File: config.mk
export PLATFORM = sky130hd
export DESIGN_NAME = mdio_ctrl
export DESIGN_NICKNAME = d
export VERILOG_FILES = /design/src/rtl/mdio_pkg.sv /design/src/rtl/mdio_clk_gen.sv /design/src/rtl/mdio_frame_seq.sv /design/src/rtl/mdio_ctrl.sv
export SDC_FILE = /design/constraint.sdc
export NUM_CORES = 1
export LEC_CHECK = 0
export ABC_AREA = 1
export BUFFER_PORTS_ARGS = -buffer_cell sky130_fd_sc_hd__buf_2
export CORE_ASPECT_RATIO = 1.5
export CORE_MARGIN = 5
export CORE_UTILIZATION = 60
export CTS_CLUSTER_SIZE = 24
export DETAILED_ROUTE_END_ITERATION = 8
export PLACE_DENSITY = 0.84
export SKIP_CTS_REPAIR_TIMING = 1
export SYNTH_ARGS = -nofsm -noshare
export SYNTH_HDL_FRONTEND = slang
export SYNTH_SLANG_ARGS = --single-unit
File: constraint.sdc
create_clock -name clk_i -period 5.2 [get_ports clk_i]
set_input_delay 0 -clock clk_i [delete_from_list [all_inputs] [get_ports clk_i]]
set_output_delay 0 -clock clk_i [all_outputs]
set_load 0.03 [all_outputs]
File: src/rtl/mdio_pkg.sv
package mdio_pkg;
  localparam int PRE_BITS   = 32;
  localparam int FRAME_BITS = 32;
  localparam int DATA_W     = 16;
  localparam int ADDR_W     = 5;
  localparam int SEL_W      = 3;

  localparam logic [SEL_W-1:0] SEL_MODE   = 3'd0;
  localparam logic [SEL_W-1:0] SEL_CMD    = 3'd1;
  localparam logic [SEL_W-1:0] SEL_ADDR   = 3'd2;
  localparam logic [SEL_W-1:0] SEL_TXD    = 3'd3;
  localparam logic [SEL_W-1:0] SEL_RXD    = 3'd4;
  localparam logic [SEL_W-1:0] SEL_STATUS = 3'd5;

  function automatic logic [FRAME_BITS-1:0] build_frame(
    input logic rd, input logic [ADDR_W-1:0] phy,
    input logic [ADDR_W-1:0] rg, input logic [DATA_W-1:0] d);
    return {2'b01, (rd ? 2'b10 : 2'b01), phy, rg,
            (rd ? 2'b00 : 2'b10), (rd ? {DATA_W{1'b0}} : d)};
  endfunction
endpackage

File: src/rtl/mdio_clk_gen.sv
module mdio_clk_gen #(
  parameter int DIV_W = 8
) (
  input  logic             clk_i,
  input  logic             rst_ni,
  input  logic [DIV_W-1:0] div_i,
  output logic             mdc_o,
  output logic             rise_o,
  output logic             fall_o
);
  localparam int HW = DIV_W - 1;

  logic [HW-1:0] cnt_q;
  logic [HW-1:0] half;
  logic          mdc_q;
  logic          tick;

  always_comb begin
    half = div_i[DIV_W-1:1];
    if (half == '0) half = HW'(1);
  end

  assign tick   = (cnt_q >= half - HW'(1));
  assign rise_o = tick & ~mdc_q;
  assign fall_o = tick &  mdc_q;
  assign mdc_o  = mdc_q;

  always_ff @(posedge clk_i or negedge rst_ni) begin
    if (!rst_ni) begin
      cnt_q <= '0;
      mdc_q <= 1'b0;
    end else if (tick) begin
      cnt_q <= '0;
      mdc_q <= ~mdc_q;
    end else begin
      cnt_q <= cnt_q + HW'(1);
    end
  end

  AST_EDGE_MATCH: assert property (@(posedge clk_i) disable iff (!rst_ni)
    fall_o |=> !mdc_q);
endmodule

File: src/rtl/mdio_frame_seq.sv
module mdio_frame_seq
  import mdio_pkg::*;
(
  input  logic              clk_i,
  input  logic              rst_ni,
  input  logic              rise_i,
  input  logic              fall_i,
  input  logic              mdc_i,
  input  logic              start_i,
  input  logic              rd_i,
  input  logic              nopre_i,
  input  logic [ADDR_W-1:0] phy_i,
  input  logic [ADDR_W-1:0] reg_i,
  input  logic [DATA_W-1:0] wdata_i,
  input  logic              mdio_i,
  output logic              mdio_o,
  output logic              mdio_oe_o,
  output logic              busy_o,
  output logic              done_o,
  output logic [DATA_W-1:0] rdata_o
);
  localparam int CW = $clog2(PRE_BITS + FRAME_BITS);
  localparam int TA_IDX   = 2 * ADDR_W + 4;
  localparam int DATA_IDX = FRAME_BITS - DATA_W;

  logic [FRAME_BITS-1:0] frame_q;
  logic [DATA_W-1:0]     rx_q;
  logic [CW-1:0]         cur_q;
  logic [CW-1:0]         last;
  logic [CW-1:0]         fidx;
  logic                  pend_q, act_q, rd_q, nopre_q;
  logic                  is_pre;

  assign last   = nopre_q ? CW'(FRAME_BITS - 1) : CW'(PRE_BITS + FRAME_BITS - 1);
  assign is_pre = !nopre_q && (cur_q < CW'(PRE_BITS));
  assign fidx   = nopre_q ? cur_q : cur_q - CW'(PRE_BITS);

  always_comb begin
    mdio_o    = 1'b0;
    mdio_oe_o = 1'b0;
    if (act_q) begin
      if (is_pre) begin
        mdio_o    = 1'b1;
        mdio_oe_o = 1'b1;
      end else begin
        mdio_o    = frame_q[FRAME_BITS-1-int'(fidx[$clog2(FRAME_BITS)-1:0])];
        mdio_oe_o = !rd_q || (fidx < CW'(TA_IDX));
      end
    end
  end

  assign done_o  = act_q && fall_i && (cur_q == last);
  assign busy_o  = pend_q | act_q;
  assign rdata_o = rx_q;

  always_ff @(posedge clk_i or negedge rst_ni) begin
    if (!rst_ni) begin
      frame_q <= '0;
      rx_q    <= '0;
      cur_q   <= '0;
      pend_q  <= 1'b0;
      act_q   <= 1'b0;
      rd_q    <= 1'b0;
      nopre_q <= 1'b0;
    end else begin
      if (start_i) begin
        pend_q  <= 1'b1;
        rd_q    <= rd_i;
        nopre_q <= nopre_i;
        frame_q <= build_frame(rd_i, phy_i, reg_i, wdata_i);
      end
      if (fall_i) begin
        if (pend_q && !act_q) begin
          pend_q <= 1'b0;
          act_q  <= 1'b1;
          cur_q  <= '0;
        end else if (act_q) begin
          if (cur_q == last) act_q <= 1'b0;
          else               cur_q <= cur_q + CW'(1);
        end
      end
      if (rise_i && act_q && rd_q && !is_pre && fidx >= CW'(DATA_IDX))
        rx_q <= {rx_q[DATA_W-2:0], mdio_i};
    end
  end

  AST_DRIVE_ON_FALL: assert property (@(posedge clk_i) disable iff (!rst_ni)
    (mdio_o != $past(mdio_o)) |-> (!mdc_i && $past(mdc_i)));
  AST_RD_RELEASE: assert property (@(posedge clk_i) disable iff (!rst_ni)
    (act_q && rd_q && !is_pre && fidx >= CW'(TA_IDX)) |-> !mdio_oe_o);
  AST_DONE_ON_FALL: assert property (@(posedge clk_i) disable iff (!rst_ni)
    done_o |=> !mdc_i);
endmodule

File: src/rtl/mdio_ctrl.sv
module mdio_ctrl
  import mdio_pkg::*;
#(
  parameter int                DIV_W   = 8,
  parameter logic [DIV_W-1:0]  DIV_RST = 8'd64
) (
  input  logic             clk_i,
  input  logic             rst_ni,
  input  logic [2:0]       reg_sel_i,
  input  logic             reg_we_i,
  input  logic [31:0]      reg_wdata_i,
  output logic [31:0]      reg_rdata_o,
  output logic             mdc_o,
  output logic             mdio_o,
  output logic             mdio_oe_o,
  input  logic             mdio_i
);
  logic [DIV_W-1:0]  div_q;
  logic              nopre_q;
  logic [2:0]        cmd_q;
  logic [ADDR_W-1:0] phy_q, rga_q;
  logic [DATA_W-1:0] tx_q, rx_q;
  logic              busy_q, scan_q, link_fail_q, invalid_q;

  logic rise, fall, seq_busy, seq_done, accept, start, start_rd;
  logic [DATA_W-1:0] seq_rdata;

  mdio_clk_gen #(.DIV_W(DIV_W)) u_clk (
    .clk_i, .rst_ni, .div_i(div_q), .mdc_o, .rise_o(rise), .fall_o(fall));

  assign accept   = reg_we_i && (reg_sel_i == SEL_CMD) && !busy_q && (|reg_wdata_i[2:0]);
  assign start    = accept || (seq_done && scan_q && cmd_q[0]);
  // scan > read > write; scan frames are reads
  assign start_rd = accept ? (reg_wdata_i[0] | reg_wdata_i[1]) : 1'b1;

  mdio_frame_seq u_seq (
    .clk_i, .rst_ni, .rise_i(rise), .fall_i(fall), .mdc_i(mdc_o),
    .start_i(start), .rd_i(start_rd), .nopre_i(nopre_q),
    .phy_i(phy_q), .reg_i(rga_q), .wdata_i(tx_q), .mdio_i,
    .mdio_o, .mdio_oe_o, .busy_o(seq_busy), .done_o(seq_done),
    .rdata_o(seq_rdata));

  always_ff @(posedge clk_i or negedge rst_ni) begin
    if (!rst_ni) begin
      div_q       <= {DIV_RST[DIV_W-1:1], 1'b0};
      nopre_q     <= 1'b0;
      cmd_q       <= '0;
      phy_q       <= '0;
      rga_q       <= '0;
      tx_q        <= '0;
      rx_q        <= '0;
      busy_q      <= 1'b0;
      scan_q      <= 1'b0;
      link_fail_q <= 1'b0;
      invalid_q   <= 1'b0;
    end else begin
      if (seq_done) begin
        rx_q <= seq_rdata;
        if (scan_q) begin
          link_fail_q <= ~seq_rdata[2];
          invalid_q   <= 1'b0;
          if (!cmd_q[0]) begin
            busy_q <= 1'b0;
            scan_q <= 1'b0;
          end
        end else begin
          busy_q <= 1'b0;
        end
      end
      if (reg_we_i) begin
        unique case (reg_sel_i)
          SEL_MODE: begin
            div_q   <= {reg_wdata_i[DIV_W-1:1], 1'b0};
            nopre_q <= reg_wdata_i[8];
          end
          SEL_CMD:  cmd_q <= reg_wdata_i[2:0];
          SEL_ADDR: begin
            phy_q <= reg_wdata_i[4:0];
            rga_q <= reg_wdata_i[12:8];
          end
          SEL_TXD:  tx_q <= reg_wdata_i[DATA_W-1:0];
          default: ;
        endcase
      end
      if (accept) begin
        busy_q <= 1'b1;
        scan_q <= reg_wdata_i[0];
        if (reg_wdata_i[0]) invalid_q <= 1'b1;
      end
    end
  end

  always_comb begin
    reg_rdata_o = '0;
    unique case (reg_sel_i)
      SEL_MODE:   reg_rdata_o = {23'd0, nopre_q, div_q};
      SEL_CMD:    reg_rdata_o = {29'd0, cmd_q};
      SEL_ADDR:   reg_rdata_o = {19'd0, rga_q, 3'd0, phy_q};
      SEL_TXD:    reg_rdata_o = {16'd0, tx_q};
      SEL_RXD:    reg_rdata_o = {16'd0, rx_q};
      SEL_STATUS: reg_rdata_o = {29'd0, invalid_q, busy_q, link_fail_q};
      default:    reg_rdata_o = '0;
    endcase
  end

  AST_IDLE_NO_FRAME: assert property (@(posedge clk_i) disable iff (!rst_ni)
    !busy_q |-> !seq_busy);
  AST_INVALID_IN_SCAN: assert property (@(posedge clk_i) disable iff (!rst_ni)
    invalid_q |-> (busy_q && scan_q));
  AST_BUSY_IGNORE: assert property (@(posedge clk_i) disable iff (!rst_ni)
    (busy_q && !seq_done) |=> !$rose(seq_busy));
endmodule

## Word-level counts from Yosys, hierarchy flattened

Index checks and enable logic that the tools add are counted.

| storage, ports and cells | value |
|---|---|
| bits in registers | 122 |
| bits of input ports | 39 |
| output and inout port bits | 35 |
| logic and storage cells | 112 |

| cells by class | value |
|---|---|
| add/sub/neg operators | 5 |
| magnitude comparators | 5 |
| equality and inequality tests | 8 |
| muxes and demuxes | 37 |
| bitwise gates (word level) | 5 |
| reduce and logical (&&, ||, !) cells | 32 |

Operator list:

| operator | number |
|---|---|
| case mux 16 bit (6 select lines) | 1 |
| less-than comparator 32 x 7 -> 1 bit (second input constant) | 1 |
| two-way mux 6 bit | 5 |
| two-way mux 1 bit | 25 |
| two-way mux 16 bit | 1 |
| two-way mux 7 bit | 2 |
| logical AND 1 bit | 13 |
| AND reduction 2 bit | 6 |
| adder 7 x 1 -> 7 bit (second input constant) | 1 |
| >= comparator 7 bit | 1 |
| zero test 7 bit | 1 |
| subtractor 7 x 1 -> 7 bit (second input constant) | 1 |
| adder 6 x 1 -> 6 bit (second input constant) | 1 |
| == test 3 x 2 -> 1 bit (second input constant) | 2 |
| == test 3 bit (second input constant) | 2 |
| == test 6 bit | 1 |
| >= comparator 6 x 5 -> 1 bit (second input constant) | 1 |
| less-than comparator 6 x 4 -> 1 bit (second input constant) | 1 |
| less-than comparator 6 bit (second input constant) | 1 |
| subtractor 5 x 5 -> 6 bit (first input constant) | 1 |
| subtractor 6 bit (second input constant) | 1 |
| binary-select mux 1 bit (select 5 bit) | 1 |
| zero test 1 bit | 5 |
| two-way mux 2 bit | 2 |
| 11 further kinds | 15 |

## Longest topological paths before layout

Gate-level depths: netlist of run 1.

| logic depth | value |
|---|---|
| depth after elaboration | 13 |
| depth in mapped cells | 19 |
| mapped depth without buffers | 18 |

## Cells and area by module

Synthesis of run 1 repeated with hierarchy kept, for this count alone.

| second synthesis, totals | value |
|---|---|
| cells, all modules | 753 |
| area total of the unflattened synthesis | 6,090.8 um^2 |

Modules (own cells, without submodules):

| module | times used | cells each | area each (um^2) | sequential area each (um^2) |
|---|---|---|---|---|
| mdio_ctrl | 1 | 335 | 2,790.2 | 1,427.6 |
| mdio_frame_seq | 1 | 320 | 2,563.7 | 1,351.3 |
| mdio_clk_gen | 1 | 98 | 737.0 | 200.2 |

## Least setup slack after synthesis of run 1

No wires, ideal clock.

| path | value |
|---|---|
| kind | reg2reg |
| start | reg div_q[3] |
| end | reg u_seq.cur_q[3] |
| setup time | 0.128 ns |
| arrival | 2.478 ns |
| required time | 5.072 ns |
| setup slack | 2.594 ns |
| stages on the path, launching flop included | 18 |
| buffers on the path | 1 |
| clock period less this slack | 2.606 ns |
| cells stage by stage | dfrtp_1 -> nor2_1 -> nand3_1 -> o21ai_0 -> inv_1 -> ha_1 -> nand3_1 -> xor2_1 -> ha_1 -> nand2_1 -> inv_1 -> a21oi_1 -> nand2_2 -> nand2_1 -> nor2_1 -> buf_4 -> nand4_1 -> o21ai_0 |

| on the way | value |
|---|---|
| cells in the longest elaborated chain, start to end | 6 |

RTL lines:

| what | RTL line | RTL |
|---|---|---|
| start, declared | mdio_ctrl.sv:18 | `logic [DIV_W-1:0] div_q;` |
| start signal, assigned | mdio_ctrl.sv:45 | `div_q <= {DIV_RST[DIV_W-1:1], 1'b0};` |
| start signal, assigned | mdio_ctrl.sv:73 | `div_q <= {reg_wdata_i[DIV_W-1:1], 1'b0};` |
| zero test 7 bit | mdio_clk_gen.sv:20 | `if (half == '0) half = HW'(1);` |
| two-way mux 7 bit (*) | mdio_clk_gen.sv:20 |  |
| subtractor 7 x 1 -> 7 bit (*) | mdio_clk_gen.sv:23 | `assign tick = (cnt_q >= half - HW'(1));` |
| >= comparator 7 bit (*) | mdio_clk_gen.sv:23 |  |
| AND 1 bit (*) | mdio_clk_gen.sv:25 | `assign fall_o = tick & mdc_q;` |
| AND reduction 3 bit (no source line) (*) | n/a |  |
| end signal, assigned | mdio_frame_seq.sv:79 | `else cur_q <= cur_q + CW'(1);` |
| end, declared | mdio_frame_seq.sv:28 | `logic [CW-1:0] cur_q;` |

Every way passes the cells marked *; elsewhere a longest branch is shown, timed or not.
A chain may end at the register's enable or synchronous reset.

## Worst setup path after layout of run 1

| path | value |
|---|---|
| start | reg div_q[3] |
| end | reg u_seq.frame_q[5] |

| on the way | value |
|---|---|
| cells in the longest elaborated chain, start to end | 10 |

RTL lines:

| what | RTL line | RTL |
|---|---|---|
| zero test 7 bit | mdio_clk_gen.sv:20 |  |
| two-way mux 7 bit (*) | mdio_clk_gen.sv:20 |  |
| subtractor 7 x 1 -> 7 bit (*) | mdio_clk_gen.sv:23 |  |
| >= comparator 7 bit (*) | mdio_clk_gen.sv:23 |  |
| AND 1 bit (*) | mdio_clk_gen.sv:25 |  |
| logical AND 1 bit (*) (2 in series) | mdio_frame_seq.sv:52 | `assign done_o = act_q && fall_i && (cur_q == last);` |
| logical AND 1 bit (*) (2 in series) | mdio_ctrl.sv:32 | `assign start = accept \|\| (seq_done && scan_q && cmd_q[0]);` |
| logical OR 1 bit (*) | mdio_ctrl.sv:32 |  |
| end signal, assigned | mdio_frame_seq.sv:70 | `frame_q <= build_frame(rd_i, phy_i, reg_i, wdata_i);` |
| end, declared | mdio_frame_seq.sv:26 | `logic [FRAME_BITS-1:0] frame_q;` |

Marked as above.

==> results of run 1 <==
## cells in the mapped netlist (2+ instances only)
library cell	number
nand2_1	236
inv_2	4
clkbuf_1	5
inv_1	73
o211ai_1	5
a21oi_1	14
nor3_1	4
buf_6	8
nand3_4	2
o21ai_0	66
nor2_1	33
buf_2	9
nand2_2	11
xor2_1	8
a22o_1	4
a22oi_1	3
nor2_8	2
ha_1	11
a21oi_2	2
dfrtp_1	118
o21ai_2	17
buf_4	19
nand4_1	6
nand3_1	38
mux2_2	3
nand2_4	4
## power breakdown
part	switching (mW)	leakage, nW	internal [mW]
Combinational	0.385	1.74	0.190
Clock	0.439	0.280	0.801
Sequential	0.121	1.56	1.03
Total	0.945	3.58	2.02
## final timing paths
check | startpoint | end | slack [ps] | depth (start not counted)
worst min register to register | u_seq.frame_q[19] | u_seq.frame_q[19] | 480 | 2
worst max register to register | div_q[3] | u_seq.frame_q[5] | 1300 | 18
worst min-delay path | reg_wdata_i[1] | cmd_q[1] | -20 | 3
min in group asynchronous | rst_ni | u_seq.frame_q[7] | 180 | 2
max in group asynchronous | rst_ni | u_seq.rdata_o[10] | 3770 | 3
worst max-delay path | div_q[3] | u_seq.frame_q[5] | 1300 | 18
## placed cells by master (no fill, tap or decap), types with 2 or more instances in the layout
cell type and n:
a22oi_1 3, nand2_4 4, nand2_1 236, nand3_4 2, o21ai_2 17, nand2_2 11, dlygate4sd3_1 17, inv_6 2
mux2_2 3, inv_1 73, conb_1 16, a22o_1 4, dfrtp_1 118, nand3_1 38, inv_2 4, nor2_1 33
buf_2 40, clkinvlp_4 8, a21oi_1 14, clkbuf_16 17, buf_4 2, xor2_1 8, nand4_1 6, nor2_8 2
o21ai_0 66, nor3_1 4, a21oi_2 2, bufinv_16 4, ha_1 11, o211ai_1 5
## kinds of logic after synthesis
logic type               after synthesis  share of synthesized area (%)
AND/OR/NAND/NOR                      339                           24.7
multiplexers                           3                          0.561
XOR/XNOR                               9                           1.31
AO/OA/AOI/OAI                        113                           11.2
other                                  1                         0.0623
buffers and inverters                122                           10.4
flip-flops                           119                           49.5
adder cells (fa/ha/maj)               11                           2.29
## flip-flops by register name, indices dropped and copies added, names as in the netlist, 3 cells and up
register	cells
phy_q	5
div_q	7
cmd_q	3
rx_q	16
tx_q	16
u_clk.cnt_q	7
rga_q	5
u_seq.cur_q	6
u_seq.frame_q	29
u_seq.rdata_o	16
## critical path, cell delays in order, from the launching register on
cell and delay [ps]:
dfrtp_1 440, nor2_1 250, nand3_1 100, o21ai_0 190, inv_1 120, ha_1 240
xnor2_1 140, ha_1 290, nand2_1 60, inv_1 50, nand2_1 50, nand2_1 80
nand2_1 60, nand2_2 190, nand4_4 570, nand2_4 410, nand2_4 260, nand2_1 180
nand2_1 70
## layer usage
metal	GRT usage [%]	wire, µm	up-vias
met5	0	0	-
met4	12.1	606	0
met3	5.17	629	63
met2	40.5	7350	164
met1	26.6	5260	2418
li1	-	-	2345
## metrics by stage
| step | hold WS, ps | cells |
|---|---|---|
| final | -18.2 | 895 |
| after global routing | -7.14 | 895 |
| after CTS | -338 | 878 |
| after floorplan | -296 | 732 |
| after global placement | 83.6 | 846 |
| after detailed placement | 101 | 846 |
## area by class of cell
type | count | area [µm²] | share of cell area (%)
clock buffers | 17 | 425 | 6.16
clock inverters | 15 | 203 | 2.93
inverters | 79 | 302 | 4.36
multi-input cells | 491 | 2470 | 35.8
flip-flops and latches | 119 | 2980 | 43.1
well taps | 115 | 144 | 2.08
repair buffers | 59 | 385 | 5.58
==> impl_metrics.py, run 1 <==
metrics = {
    "grt": {
        "grt_pass1_wl_um": 22700,
        "grt_util_all_layers_pct": 23.3,
        "grt_pass1_vias": 4843,
        "overflow": 0,
        "grt_start_max_net_pins": 63,
        "antenna_found_initial": 0,
    },
    "cells_and_area": {
        "nets": 817,
        "area_growth_pct": 14.8,
        "stdcell_area_mm2": 0.00691,
        "fin_util_pct": 70.9,
        "num-fill-cells": 676,
        "num_antenna_cells": 0,
        "drive_above_1_share_pct": 15.8,
    },
    "pwr": {
        "power.density_mw_per_mm2": 429,
        "totalPowerFinal_mw": 2.96,
        "leakagePower_nw": 3.58,
        "ir_drop_v": 0.000286,
    },
    "route": {
        "drt-pass1-iter-count": 5,
        "remaining_drc_errors": 0,
        "wl_per_cell_um": 15.5,
        "postRouteAntennaNets": 0,
        "wl_um": 13800,
        "via_per_inst": 5.58,
        "drt_iter0_markers": 433,
        "vias": 4990,
    },
    "floorplanning": {
        "die-area_mm2": 0.0122,
        "rows": 44,
        "core-area_mm2": 0.00974,
        "die_x_um": 91.8,
        "initial_core_util_pct": 61.8,
        "io_pins": 74,
        "die_h_um": 133,
    },
    "sta": {
        "period_needed_ps": 3900,
        "whs_ps": -18.2,
        "relSlewSlack_pct": 26.5,
        "final.setup.worst_slack_ps": 1300,
        "fmax_mhz": 256,
        "rsz0062_at_grt": "false",
        "setup_viol": 0,
        "skew_ps": 6.70,
        "worst_pin_slew_ps": 1100,
        "period_share_pct": 75.0,
        "setup_tns_ps": 0,
        "timing_hold_violations_final": 2,
        "final_max_slew_viol_count": 0,
    },
    "setup_path": {
        "setup.worst_path.end_class": "flop",
        "required_ps": 5500,
        "arrival_ps": 4200,
        "cp-start-kind": "flop",
        "cp_max_fo": 38,
        "critPathKind": "flop to flop",
    },
    "place": {
        "place_area_mm2": 0.00611,
        "routabilityCongestion": 0.891,
        "post-place-ws_ps": 1470,
        "io_buffers": 41,
        "dp_hpwl_um": 9130,
    },
    "clocking": {
        "cts.htree.levels": 4,
        "cts_num_sinks": 119,
        "clock_tree.buffer_depth": 2,
        "root_buffer": "clkbuf_16",
        "clk_latency_ps": 420,
        "cts_buffers": 17,
        "path_clk_slew_ps": 60,
        "cts_tree": "yes",
    },
    "flow_run": {
        "cap_viol_max_count": 0,
    },
    "synthesis": {
        "yosys_warnings": 0,
        "syn_area_mm2": 0.00602,
        "synth_top_area_cell": "dfrtp_1",
        "synth_area_leaders": "dfrtp_1 (49%), nand2_1 (15%), o21ai_0 (5.5%)",
        "ys_ff_latch": 119,
        "netlist_instances": 717,
        "synth_edf_count": 0,
        "synth-seq-area-share_pct": 49.5,
        "synth-async-reset-ratio_pct": 100,
        "yosysTopAreaCellShare_pct": 49.1,
        "avgSynthCellArea_um2": 8.39,
        "synth.distinct_cells": 38,
        "synthFlopType": "dfrtp_1",
    },
    "run_status": {
        "status": "finished, violations left",
        "violations": "negative hold slack",
    },
    "hold_path": {
        "hold_path_class": "input port to flop",
    },
}
No activity file was read; power rests on OpenSTA's default activity.
==> run 2, diff against run 1 <==
- CORE_UTILIZATION: 60 -> 58
- PLACE_DENSITY: 0.84 -> 0.82
- clock period: 5.2 -> 3.87 ns (I/O delays scaled with it)
==> run 2 against run 1 <==
Against the previous run: the flow now finishes without violations; combinational power is 37% higher; global-route usage is 1.0 points lower; power is 28% higher; first-iteration DRC count is 25% lower; sequential power is 35% higher; sequential cell count stayed put; die area is 3.1% higher; clock-buffer cell count is 3 higher; cell count is 0.56% higher; worst setup slack worse by 640 ps; critical path type unchanged; largest cell class unchanged.
==> impl_metrics.py, run 2 (same netlist as run 1, synthesis figures left out) <==
metrics = {
    "floorplanning": {
        "die-area_mm2": 0.0126,
        "initial_core_util_pct": 59.4,
        "io_pins": 74,
        "die_x_um": 93.2,
        "die_h_um": 135,
        "rows": 45,
        "core-area_mm2": 0.0101,
    },
    "cells_and_area": {
        "num_antenna_cells": 0,
        "nets": 821,
        "layout_commonest_cell": "nand2_1",
        "largest_register_ff_count": 29,
        "final_cells": 900,
        "drive_above_1_share_pct": 15.8,
        "area_growth_pct": 14.1,
        "multi_input_area_mm2": 0.00247,
        "seq_area_mm2": 0.00298,
        "num-fill-cells": 756,
        "top_register": "u_seq.frame_q",
        "final_cell_mix": "nand2_1 (236), dfrtp_1 (118), inv_1 (73)",
    },
    "sta": {
        "fmax_mhz": 312,
        "final_max_slew_viol_count": 0,
        "setup_tns_ps": 0,
        "relSlewSlack_pct": 55.1,
        "period_needed_ps": 3210,
        "timing_hold_violations_final": 0,
        "period_share_pct": 83.0,
        "rsz0062_at_grt": "false",
        "setup_viol": 0,
        "worst_pin_slew_ps": 672,
        "skew_ps": 7.95,
    },
    "setup_path": {
        "timing.rr.end": "u_seq.cur_q[3]",
        "required_ps": 4190,
        "arrival_ps": 3530,
        "slowest_stage": "nor2_1",
        "rr_worst_depth": 17,
        "cp-start-kind": "flop",
        "crit_path_start": "div_q[3]",
        "reg2reg_slack_ps": 660,
        "setup.worst_path.end_class": "flop",
        "critPathKind": "flop to flop",
        "crit_top_cell": "nand2_1",
        "cp_slowest_stage_delay_ps": 500,
        "reg2reg_from": "div_q[3]",
        "cp_max_fo": 11,
        "cp_cell_sequence": "nor2_1 -> nand3_1 -> o21ai_0 -> inv_1 -> ha_1 -> xnor2_1 -> ha_1 -> nand2_1 -> inv_1 -> nand2_1 -> nand2_1 -> nand2_1 -> nand2_2 -> nand2_1 -> nor2_1 -> nand4_1 -> o21ai_0",
    },
    "place": {
        "dp_hpwl_um": 9390,
        "routabilityCongestion": 0.885,
        "io_buffers": 41,
        "placed_cells": 852,
    },
    "pwr": {
        "clockPowerShare_pct": 38.7,
        "ir_drop_v": 0.000455,
        "leakagePower_nw": 3.60,
        "power_frac_comb_pct": 20.7,
        "power.density_mw_per_mm2": 553,
        "intPower_mw": 2.59,
        "p_seq_share_pct": 40.7,
        "power_switching_mw": 1.22,
        "swShare_pct": 32.0,
    },
    "grt": {
        "antenna_found_initial": 0,
        "grt_pass1_vias": 4763,
        "grt_util_all_layers_pct": 22.3,
        "grt_pass1_wl_um": 22200,
        "overflow": 0,
        "grt_start_max_net_pins": 53,
    },
    "route": {
        "drt-pass1-iter-count": 6,
        "via_per_inst": 5.55,
        "vias": 4994,
        "wl_um": 13700,
        "drt_iter0_markers": 325,
        "postRouteAntennaNets": 0,
        "remaining_drc_errors": 0,
        "wl_per_cell_um": 15.3,
    },
    "clocking": {
        "root_buffer": "clkbuf_16",
        "cts_num_sinks": 119,
        "clk_latency_ps": 410,
        "path_clk_slew_ps": 50,
        "cts_tree": "yes",
        "cts.htree.levels": 4,
        "clock_tree.buffer_depth": 2,
        "cts_buffers": 17,
    },
    "hold_path": {
        "hold_end": "cmd_q[1]",
        "hold_path_class": "input port to flop",
        "worstHoldStart": "reg_wdata_i[1]",
        "hold_path_depth": 3,
    },
    "run_status": {
        "status": "finished clean",
    },
    "flow_run": {
        "cap_viol_max_count": 0,
    },
}
==> run 2: worst max path at each step <==
stage	slack (ps)	endpoint	depth (start not counted)
after floorplan	1260	u_seq.cur_q[3]	17
after global placement	830	link_fail_q	17
after detailed placement	740	link_fail_q	17
after CTS	650	invalid_q	16
after global routing	360	invalid_q	16
final	660	u_seq.cur_q[3]	17
==> run 2: through the flow <==
stage / area (µm²) / utilization, % / worst slack [ps] / power (mW) / hold WS (ps)
global route: 6870 / 67.8 / 362 / 3.99 / 28.1
floorplan: 6070 / - / 1260 / 2.10 / -296
CTS: 6700 / 66.1 / 650 / 3.79 / -348
global placement: 6140 / 60.6 / 834 / 2.25 / 69.6
finish: 6870 / 67.8 / 660 / 3.80 / 9.03
detailed placement: 6140 / 60.6 / 744 / 2.31 / 76.6
==> run 2: final cells by class <==
class / instances / share of cell area (%)
clock buffer: 20 / 6.50
clock inverter: 11 / 1.57
inverter: 79 / 4.39
multi-input combinational: 491 / 36.0
sequential: 119 / 43.4
tap: 117 / 2.13
timing repair buffer: 63 / 6.05
==> run 2: critical path: cells and delay by family, from the launching register on <==
family | cells | cell delay (ps)
buffers and inverters | 2 | 170
DFF | 1 | 440
adders and majority gates | 2 | 540
and+or+nand+nor | 10 | 1560
AOI/OAI and AO/OA | 2 | 260
xor gates and xnor gates | 1 | 140
==> run 2: power groups by stage <==
| stage | registers, mW | clock network [mW] | logic (mW) |
|---|---|---|---|
| finish | 1.55 | 1.47 | 0.786 |
| floorplan | 1.50 | 0 | 0.595 |
| detailed placement | 1.56 | 0 | 0.751 |
| global placement | 1.55 | 0 | 0.707 |
| CTS | 1.54 | 1.48 | 0.770 |
| global route | 1.56 | 1.55 | 0.871 |
==> run 2: layer usage <==
metal / global-route usage [%] / vias to the layer above / part of all wire [%] / wire (µm)
li1: - / 2358 / - / -
met5: 0 / - / 0 / 0
met4: 7.91 / 0 / 2.7 / 378
met2: 40.1 / 178 / 54 / 7460
met3: 6.08 / 43 / 4.8 / 654
met1: 25.2 / 2415 / 38 / 5250
==> run 3, diff against run 2 <==
- clock period: 3.87 -> 3.2 ns (I/O delays scaled with it)
==> run 3 against run 2 <==
Against the previous run: the flow now finishes with violations (negative hold slack); worst setup slack lost 530 ps; non-clock buffer count up 1; power grew 26%; combinational power up 27%; sequential share of layout area down 0.66 points; highest routed layer unchanged; clock power rose by 31%; core utilization increased by 1.0 points; critical endpoint is now u_seq.frame_q[3]; first-iteration DRC count increased by 1.8%.
==> impl_metrics.py, run 3 (same netlist as run 1, synthesis figures left out) <==
metrics = {
    "run_status": {
        "status": "finished, violations left",
        "violations": "negative hold slack",
    },
    "setup_path": {
        "path_buf_inv": 2,
        "setup.worst_path.end_class": "flop",
        "cp_cell_sequence": "nor2_4 -> nand3_1 -> o21ai_1 -> inv_1 -> ha_1 -> xnor2_1 -> ha_1 -> nand2_1 -> inv_1 -> nand2_1 -> nand2_1 -> nand2_1 -> nand2_2 -> nand4_4 -> nand2_8 -> nand2_8 -> nand2_1 -> nand2_1",
        "cp-start-kind": "flop",
        "slowest_stage": "dfrtp_1",
        "cp_max_fo": 32,
        "rr_worst_depth": 18,
        "crit_top_cell": "nand2_1",
        "arrival_ps": 3370,
        "reg2reg_from": "div_q[3]",
        "reg2reg_slack_ps": 130,
        "critPathKind": "flop to flop",
        "timing.rr.end": "u_seq.frame_q[3]",
        "required_ps": 3500,
        "crit_family": "simple AND/OR/NAND/NOR gates",
        "cp_slowest_stage_delay_ps": 480,
    },
    "cells_and_area": {
        "area_growth_pct": 15.9,
        "seq_area_mm2": 0.00298,
        "num_antenna_cells": 0,
        "num-fill-cells": 698,
        "top_register": "u_seq.frame_q",
        "nets": 822,
        "layout_commonest_cell": "nand2_1",
        "stdcell_area_mm2": 0.00698,
        "largest_register_ff_count": 29,
        "drive_above_1_share_pct": 16.4,
        "final_cells": 902,
        "multi_input_area_mm2": 0.00250,
        "final_cell_mix": "nand2_1 (236), dfrtp_1 (118), inv_1 (73)",
    },
    "pwr": {
        "power_switching_mw": 1.57,
        "power_frac_comb_pct": 20.9,
        "ir_drop_v": 0.000430,
        "p_seq_share_pct": 39.0,
        "intPower_mw": 3.23,
        "totalPowerFinal_mw": 4.80,
        "clockPowerShare_pct": 40.1,
        "leakagePower_nw": 3.62,
        "power.density_mw_per_mm2": 689,
        "swShare_pct": 32.7,
    },
    "clocking": {
        "cts.htree.levels": 4,
        "clk_latency_ps": 410,
        "clock_tree.buffer_depth": 2,
        "cts_num_sinks": 119,
        "cts_buffers": 17,
        "cts_tree": "yes",
        "root_buffer": "clkbuf_16",
        "path_clk_slew_ps": 60,
    },
    "route": {
        "drt-pass1-iter-count": 5,
        "via_per_inst": 5.58,
        "remaining_drc_errors": 0,
        "wl_per_cell_um": 15.9,
        "wl_um": 14400,
        "postRouteAntennaNets": 0,
        "drt_iter0_markers": 331,
        "vias": 5030,
    },
    "sta": {
        "final.setup.worst_slack_ps": 128,
        "worst_pin_slew_ps": 869,
        "timing_hold_violations_final": 6,
        "relSlewSlack_pct": 42.1,
        "whs_ps": -56.6,
        "setup_viol": 0,
        "fmax_mhz": 325,
        "period_needed_ps": 3070,
        "skew_ps": 7.27,
        "period_share_pct": 96.0,
        "final_max_slew_viol_count": 0,
    },
    "place": {
        "placed_cells": 854,
        "dp_hpwl_um": 9420,
        "routabilityCongestion": 0.892,
        "place_area_mm2": 0.00618,
        "post-place-ws_ps": 111,
        "io_buffers": 41,
    },
    "hold_path": {
        "hold_path_class": "input port to flop",
        "worstHoldStart": "reg_wdata_i[2]",
        "hold_end": "cmd_q[2]",
        "hold_path_depth": 3,
    },
    "grt": {
        "grt_pass1_wl_um": 23400,
        "grt_util_all_layers_pct": 23.6,
        "overflow": 0,
        "grt_pass1_vias": 4972,
        "grt_start_max_net_pins": 69,
        "antenna_found_initial": 0,
    },
    "floorplanning": {
        "core-area_mm2": 0.0101,
        "die-area_mm2": 0.0126,
        "die_h_um": 135,
        "initial_core_util_pct": 59.4,
        "rows": 45,
        "io_pins": 74,
        "die_x_um": 93.2,
    },
    "flow_run": {
        "cap_viol_max_count": 0,
    },
}
-- run 3: layout make-up --
type	instances	share of cell area (%)
inverter	79	4.32
clock buffer	18	6.15
multi-input combinational	491	35.8
timing repair buffer	64	6.39
tap	117	2.10
sequential	119	42.7
clock inverter	14	2.53
-- run 3: metal layers --
metal / vias up / share of wire, % / GRT usage [%]
li1: 2362 / - / -
met1: 2386 / 37 / 26.7
met2: 227 / 53 / 41.5
met3: 55 / 5.7 / 5.96
met4: 0 / 3.8 / 10.9
met5: - / 0 / 0
-- run 3: how the worst max path moves through the flow --
| stage | from | end | cells past startpoint |
|---|---|---|---|
| floorplan | div_q[3] | u_seq.cur_q[3] | 17 |
| CTS | div_q[3] | u_seq.frame_q[3] | 17 |
| detailed placement | div_q[3] | scan_q | 16 |
| global placement | div_q[3] | scan_q | 16 |
| global route | div_q[3] | u_seq.frame_q[3] | 18 |
| finish | div_q[3] | u_seq.frame_q[3] | 18 |
-- run 3: per-stage QoR --
stage                     utilization, %  hold slack, ps  TNS [ps]
after floorplan                        -            -296         0
final                               68.8           -56.6         0
after global placement              61.0             146         0
after global routing                68.8            5.83     -13.0
after detailed placement            61.0             157         0
after CTS                           67.0            -272     -2630
-- run 3: power by group through the flow --
stage                     Clock (mW)  Combinational (mW)  Sequential (mW)
after global routing            2.02                1.12             1.89
final                           1.93                1.00             1.88
after detailed placement           0               0.937             1.88
after global placement             0               0.883             1.87
after floorplan                    0               0.719             1.82
after CTS                       1.94               0.967             1.86
-- run 3: tightest hold or removal path, stage by stage --
cell	delay, ps
buf_2	70
inv_1	90
a21oi_1	140
